$ cat src/rtl/gpio_bank_pkg.sv
package gpio_bank_pkg;

  localparam logic [11:0] OFS_DIR    = 12'h400;
  localparam logic [11:0] OFS_SENSE  = 12'h404;
  localparam logic [11:0] OFS_BOTH   = 12'h408;
  localparam logic [11:0] OFS_POL    = 12'h40C;
  localparam logic [11:0] OFS_IEN    = 12'h410;
  localparam logic [11:0] OFS_RAW    = 12'h414;
  localparam logic [11:0] OFS_MASKED = 12'h418;
  localparam logic [11:0] OFS_CLR    = 12'h41C;

  typedef enum logic [3:0] {
    SEL_DATA,
    SEL_DIR,
    SEL_SENSE,
    SEL_BOTH,
    SEL_POL,
    SEL_IEN,
    SEL_RAW,
    SEL_MASKED,
    SEL_CLR,
    SEL_NONE
  } reg_sel_e;

  function automatic reg_sel_e decode_sel(input logic [11:0] a);
    reg_sel_e s;
    if (a[11:10] == 2'b00) begin
      s = SEL_DATA;
    end else begin
      case ({a[11:2], 2'b00})
        OFS_DIR:    s = SEL_DIR;
        OFS_SENSE:  s = SEL_SENSE;
        OFS_BOTH:   s = SEL_BOTH;
        OFS_POL:    s = SEL_POL;
        OFS_IEN:    s = SEL_IEN;
        OFS_RAW:    s = SEL_RAW;
        OFS_MASKED: s = SEL_MASKED;
        OFS_CLR:    s = SEL_CLR;
        default:    s = SEL_NONE;
      endcase
    end
    return s;
  endfunction

endpackage

$ cat src/rtl/gpio_bank_sync.sv
module gpio_bank_sync #(
  parameter int unsigned W      = 8,
  parameter int unsigned STAGES = 2
) (
  input  logic         clk,
  input  logic         rst_n,
  input  logic [W-1:0] din,
  output logic [W-1:0] dout
);

  logic [W-1:0] stage_q [STAGES];

  always_ff @(posedge clk or negedge rst_n) begin
    if (!rst_n) begin
      for (int s = 0; s < STAGES; s++) stage_q[s] <= '0;
    end else begin
      stage_q[0] <= din;
      for (int s = 1; s < STAGES; s++) stage_q[s] <= stage_q[s-1];
    end
  end

  assign dout = stage_q[STAGES-1];

endmodule

$ cat src/rtl/gpio_bank_irq.sv
module gpio_bank_irq #(
  parameter int unsigned LINES = 8
) (
  input  logic             clk,
  input  logic             rst_n,
  input  logic [LINES-1:0] pin_sync,
  input  logic [LINES-1:0] sense_lvl,
  input  logic [LINES-1:0] both_edge,
  input  logic [LINES-1:0] polarity,
  input  logic [LINES-1:0] irq_en,
  input  logic [LINES-1:0] clr_mask,
  output logic [LINES-1:0] edge_evt,
  output logic [LINES-1:0] edge_stat,
  output logic [LINES-1:0] raw_stat,
  output logic [LINES-1:0] masked_stat,
  output logic             irq
);

  logic [LINES-1:0] pin_prev_q;

  always_ff @(posedge clk or negedge rst_n) begin
    if (!rst_n) pin_prev_q <= '0;
    else        pin_prev_q <= pin_sync;
  end

  for (genvar n = 0; n < LINES; n++) begin : g_line
    logic rise;
    logic fall;
    logic evt;
    logic stat_q;

    assign rise = pin_sync[n] & ~pin_prev_q[n];
    assign fall = ~pin_sync[n] & pin_prev_q[n];

    always_comb begin
      if (sense_lvl[n])      evt = 1'b0;
      else if (both_edge[n]) evt = rise | fall;
      else if (polarity[n])  evt = rise;
      else                   evt = fall;
    end

    // A new event outranks a clear landing on the same edge.
    always_ff @(posedge clk or negedge rst_n) begin
      if (!rst_n)           stat_q <= 1'b0;
      else if (evt)         stat_q <= 1'b1;
      else if (clr_mask[n]) stat_q <= 1'b0;
    end

    assign edge_evt[n]  = evt;
    assign edge_stat[n] = stat_q;
    assign raw_stat[n]  = sense_lvl[n] ? (pin_sync[n] == polarity[n]) : stat_q;
  end

  assign masked_stat = raw_stat & irq_en;
  assign irq         = |masked_stat;

endmodule

$ cat src/rtl/gpio_bank_regs.sv
module gpio_bank_regs
  import gpio_bank_pkg::*;
#(
  parameter int unsigned LINES = 8,
  parameter int unsigned BUS_W = 32
) (
  input  logic             clk,
  input  logic             rst_n,
  input  logic             psel,
  input  logic             penable,
  input  logic             pwrite,
  input  logic [11:0]      addr,
  input  logic [BUS_W-1:0] pwdata,
  output logic [BUS_W-1:0] prdata,
  input  logic [LINES-1:0] pin_sync,
  input  logic [LINES-1:0] raw_stat,
  input  logic [LINES-1:0] masked_stat,
  output logic [LINES-1:0] dir_q,
  output logic [LINES-1:0] sense_q,
  output logic [LINES-1:0] both_q,
  output logic [LINES-1:0] pol_q,
  output logic [LINES-1:0] ien_q,
  output logic [LINES-1:0] out_q,
  output logic [LINES-1:0] clr_mask
);

  localparam int unsigned MASK_LO = 2;
  localparam int unsigned MASK_HI = MASK_LO + LINES - 1;

  reg_sel_e         sel;
  logic             wr_en;
  logic [LINES-1:0] wdat;
  logic [LINES-1:0] line_mask;
  logic [LINES-1:0] wr_lines;
  logic [LINES-1:0] data_view;
  logic [LINES-1:0] rd_val;
  logic             unused_bits;

  assign sel       = decode_sel(addr);
  assign wr_en     = psel & penable & pwrite;
  assign wdat      = pwdata[LINES-1:0];
  assign line_mask = addr[MASK_HI:MASK_LO];
  assign wr_lines  = line_mask & dir_q;
  assign clr_mask  = (wr_en && sel == SEL_CLR) ? wdat : '0;
  assign unused_bits = ^{addr[1:0], pwdata[BUS_W-1:LINES]};

  always_ff @(posedge clk or negedge rst_n) begin
    if (!rst_n) begin
      dir_q   <= '0;
      sense_q <= '0;
      both_q  <= '0;
      pol_q   <= '0;
      ien_q   <= '0;
      out_q   <= '0;
    end else if (wr_en) begin
      case (sel)
        SEL_DATA:  out_q   <= (out_q & ~wr_lines) | (wdat & wr_lines);
        SEL_DIR:   dir_q   <= wdat;
        SEL_SENSE: sense_q <= wdat;
        SEL_BOTH:  both_q  <= wdat;
        SEL_POL:   pol_q   <= wdat;
        SEL_IEN:   ien_q   <= wdat;
        default:   ;
      endcase
    end
  end

  for (genvar n = 0; n < LINES; n++) begin : g_view
    assign data_view[n] = dir_q[n] ? out_q[n] : pin_sync[n];
  end

  always_comb begin
    case (sel)
      SEL_DATA:   rd_val = data_view & line_mask;
      SEL_DIR:    rd_val = dir_q;
      SEL_SENSE:  rd_val = sense_q;
      SEL_BOTH:   rd_val = both_q;
      SEL_POL:    rd_val = pol_q;
      SEL_IEN:    rd_val = ien_q;
      SEL_RAW:    rd_val = raw_stat;
      SEL_MASKED: rd_val = masked_stat;
      default:    rd_val = '0;
    endcase
  end

  assign prdata = (psel && !pwrite) ? BUS_W'(rd_val) : '0;

endmodule

$ cat src/rtl/gpio_bank.sv
module gpio_bank #(
  parameter int unsigned LINES       = 8,
  parameter int unsigned BUS_W       = 32,
  parameter int unsigned ADDR_W      = 12,
  parameter int unsigned SYNC_STAGES = 2
) (
  input  logic              clk,
  input  logic              rst_n,
  input  logic              psel,
  input  logic              penable,
  input  logic              pwrite,
  input  logic [ADDR_W-1:0] paddr,
  input  logic [BUS_W-1:0]  pwdata,
  output logic [BUS_W-1:0]  prdata,
  input  logic [LINES-1:0]  pad_in,
  output logic [LINES-1:0]  pad_out,
  output logic [LINES-1:0]  pad_oe,
  output logic              irq
);

  logic [LINES-1:0] pin_sync;
  logic [LINES-1:0] dir_q, sense_q, both_q, pol_q, ien_q, out_q;
  logic [LINES-1:0] clr_mask;
  logic [LINES-1:0] edge_evt, edge_stat, raw_stat, masked_stat;

  gpio_bank_sync #(.W(LINES), .STAGES(SYNC_STAGES)) u_sync (
    .clk  (clk),
    .rst_n(rst_n),
    .din  (pad_in),
    .dout (pin_sync)
  );

  gpio_bank_regs #(.LINES(LINES), .BUS_W(BUS_W)) u_regs (
    .clk        (clk),
    .rst_n      (rst_n),
    .psel       (psel),
    .penable    (penable),
    .pwrite     (pwrite),
    .addr       (paddr[11:0]),
    .pwdata     (pwdata),
    .prdata     (prdata),
    .pin_sync   (pin_sync),
    .raw_stat   (raw_stat),
    .masked_stat(masked_stat),
    .dir_q      (dir_q),
    .sense_q    (sense_q),
    .both_q     (both_q),
    .pol_q      (pol_q),
    .ien_q      (ien_q),
    .out_q      (out_q),
    .clr_mask   (clr_mask)
  );

  gpio_bank_irq #(.LINES(LINES)) u_irq (
    .clk        (clk),
    .rst_n      (rst_n),
    .pin_sync   (pin_sync),
    .sense_lvl  (sense_q),
    .both_edge  (both_q),
    .polarity   (pol_q),
    .irq_en     (ien_q),
    .clr_mask   (clr_mask),
    .edge_evt   (edge_evt),
    .edge_stat  (edge_stat),
    .raw_stat   (raw_stat),
    .masked_stat(masked_stat),
    .irq        (irq)
  );

  assign pad_out = out_q;
  assign pad_oe  = dir_q;

endmodule

$ cat config.mk
export PLATFORM = sky130hd
export DESIGN_NAME = gpio_bank
export DESIGN_NICKNAME = d
export VERILOG_FILES = /design/src/rtl/gpio_bank_pkg.sv /design/src/rtl/gpio_bank_sync.sv /design/src/rtl/gpio_bank_irq.sv /design/src/rtl/gpio_bank_regs.sv /design/src/rtl/gpio_bank.sv
export SDC_FILE = /design/constraint.sdc
export NUM_CORES = 1
export LEC_CHECK = 0
export BUFFER_PORTS_ARGS = -buffer_cell sky130_fd_sc_hd__buf_2
export CELL_PAD_IN_SITES_DETAIL_PLACEMENT = 0
export CELL_PAD_IN_SITES_GLOBAL_PLACEMENT = 1
export CORE_MARGIN = 4
export CORE_UTILIZATION = 43
export DETAILED_ROUTE_END_ITERATION = 8
export PLACE_DENSITY_LB_ADDON = 0.3
export SLEW_MARGIN = 20
export SYNTH_ARGS = -nofsm -noshare
export SYNTH_HDL_FRONTEND = slang
export SYNTH_HIERARCHICAL = 1
export SYNTH_SLANG_ARGS = --single-unit
$ cat constraint.sdc
create_clock -name clk -period 2.45 [get_ports clk]
set_input_delay 0.3675 -clock clk [delete_from_list [all_inputs] [get_ports clk]]
set_output_delay 0.3675 -clock clk [all_outputs]
set_load 0.02 [all_outputs]
==> metrics.md <==
| Metric | Value |
|---|---|
| Row Count | `37` |
| Final WS setup | `-0.245 ns` |
| Internal power | `1.92 mW` |
| GR Overflow Total | `0` |
| Static leakage | `~2.8 nW` |
| Routed length per instance | `17.2 microns` |
| VDD IR max | `348 uV` |
| GR peak layer | `met2` |
| Layout cells sized above 1 | `41.1%` |
| Req. time, crit path | `between 2 and 2.5 ns` |
| Share of power burned in registers | `around 52%` |
| Final setup fails | `1` |
| Worst setup SP type | `flip-flop` |
| Hold endpoint | `u_sync/stage_q[13]` |
| ANT nets after route | `0` |
| Reg-to-reg slack, setup | `0.98 ns` |
| Failing checks | `setup timing` |
| Global routing usage on met1 | `around 25%` |
| Multi-input logic area | `0.00249 sq mm` |
| First-pass GRT wire length | `~18000 microns` |
| RePlAce Congestion | `0.851` |
| Final WL | `11400 microns` |
| Reg2Reg Depth | `8` |
| Reg2Reg Capture Point | `u_irq/g_line[4].stat_q` |
| Chip Width | `112 microns` |
| Initial antenna violation count | `0` |
| Htree depth | `3` |
| DIE HEIGHT | `112 microns` |
| Min cycle time layout | `2.69 ns` |
| Fin. Hold Viols | `0` |
| Final period utilization | `110%` |
| Crit path DAT | `2.33 ns` |
| Clock root cell | `clkbuf_8` |
| Kind of critical path | `reg2out` |
| Layout fillers | `about 1000` |
| Vias in the first global route | `around 3400` |
| Switching fraction of total power | `26.4%` |
| Worst hold path type | `in2reg` |
| Initial cell density of the core | `~45%` |
| Fin. max-slew vios | `0` |
| Area grow syn2layout | `21.4%` |
| Clk slew on worst S/H paths | `0.09 ns` |
| Final hold slack | `0.112 ns` |
| DR vias/cell | `5.33` |
| Violation count after the first detailed-route iteration | `170` |
| CTS Buf Count | `9` |
| Global Route Usage Sum | `17.6%` |
| Logic pwr share | `between 10% and 20%` |
| Power share of the clock group | `between 30 and 40%` |
| R2R Path Start | `u_sync/dout[4]` |
| Status | `finished, violations left` |
| Mapped cell area | `0.00468 sq mm` |
| Fin util | `between 50% and 60%` |
| Syn avg cell area | `11.0 sq um` |
| Maximum clock insertion buffer count | `2` |
| GR met2 Demand/Resource | `28.2%` |
| Met3 usage | `under 10%` |
| Psw | `approximately 0.7 mW` |
| CP startpoint | `u_regs/sense_q[2]` |
| Setup Skew | `around 0.0064 ns` |
| Die ar. | `0.0126 sq mm` |
| Synth warn | `6` |
| Core area | `0.0105 sq mm` |
| Max FO, Critical Path | `4` |
| Fmax achieved | `around 370 MHz` |
| RSZ-0062 raised after global routing | `yes` |
| Worst Max-Slew Pin Slew | `0.716 ns` |
| DRC | `0` |
| Vias | `3542` |
| Post-synthesis instance total | `~420` |
| Slew HR | `52.2%` |
| Clk sinks | `80` |
| Worst-skew pair later-pin latency | `0.35 ns` |
| Detailed-placement wirelength estimate | `8280 microns` |
| Hold depth | `1` |
| # nets final | `596` |
| Worst setup EP type | `output pin` |
| DR pass1 iterations | `5` |
| Reg area | `0.00201 sq mm` |
| Power density over the cells | `459 mW/mm^2` |
| Largest net degree at the start of global routing | `between 40 and 50` |
| IO Count | `about 110` |
| Ant. Diodes | `0` |
| TritonCTS clock tree | `built` |
| Beginning of the worst hold path | `pad_in[5]` |
| # port buffers | `55` |
| Max-cap viol count | `0` |
-- per-stage QoR --
step / setup slack (ns) / power [mW] / std cells / TNS (ns) / area, sq um
detailed placement: 0.0501 / 1.65 / 634 / 0 / 5240
global route: -0.328 / 2.73 / 664 / -0.431 / 5680
floorplan: 0.0898 / 1.57 / 447 / 0 / 4770
CTS: -0.270 / 2.62 / 656 / -0.270 / 5510
finish: -0.245 / 2.61 / 664 / -0.245 / 5680
global placement: 0.0587 / 1.64 / 634 / 0 / 5240
-- routing by layer --
layer	wire length, microns	up-vias
met2	5580	100
met1	5150	1762
li1	-	1667
met4	160	0
met5	0	-
met3	559	13
-- repair_timing --
| item | 4_1_cts | 5_1_grt |
|---|---|---|
| hold endpoints to repair | 34 | 0 |
| hold buffers | 1 | 0 |
| endpoints found under the setup margin | 3 | 9 |
| pin swaps | 6 | 12 |
| resized for setup | 11 | 35 |
| setup buffers | 5 | 8 |
-- cell usage in the layout, fill, tap and decap left out, types with 3 or more instances in the layout --
master	n
clkinvlp_4	3
xnor2_1	6
nand2_1	6
nand4b_1	6
o21ai_1	3
nor2b_1	7
conb_1	24
buf_2	49
mux2i_1	16
o21ai_0	17
buf_4	56
nand3b_1	11
clkbuf_8	9
nand3_1	4
a21o_1	8
and2_1	8
mux2_4	4
and3b_1	6
nor2_1	10
a21oi_1	4
a2111oi_2	4
mux2_2	58
dfrtp_2	4
and3_1	13
a211oi_1	18
a31o_1	4
inv_1	27
nor3_1	7
dfrtp_1	76
ha_1	16
-- worst max path at each step --
stage,end,depth (start not counted),slack (ns)
4_1_cts,irq,5,-0.27
3_3_place_gp,irq,5,0.06
5_1_grt,irq,5,-0.33
6_report,irq,5,-0.24
3_5_place_dp,irq,5,0.05
2_1_floorplan,prdata[1],6,0.09
-- power groups by stage --
stage	clock (mW)	combinational, mW	sequential [mW]
floorplan	0	0.188	1.38
finish	0.962	0.289	1.36
detailed placement	0	0.264	1.39
global route	1.05	0.318	1.36
CTS	0.991	0.275	1.36
global placement	0	0.261	1.38
-- area by class of cell --
class	count	area share, %
multi-input cells	296	43.8
repair buffers	109	12.6
clock buffers	9	2.18
well taps	136	2.99
flip-flops and latches	80	35.3
inverters	27	1.78
clock inverters	7	1.25
-- critical path: stages (launching register included) --
cell	delay, ns
dfrtp_1	0.40
and3b_1	0.19
a31o_1	0.20
or4_1	0.53
or4b_4	0.51
buf_6	0.15
(Power assumes the default switching activity.)
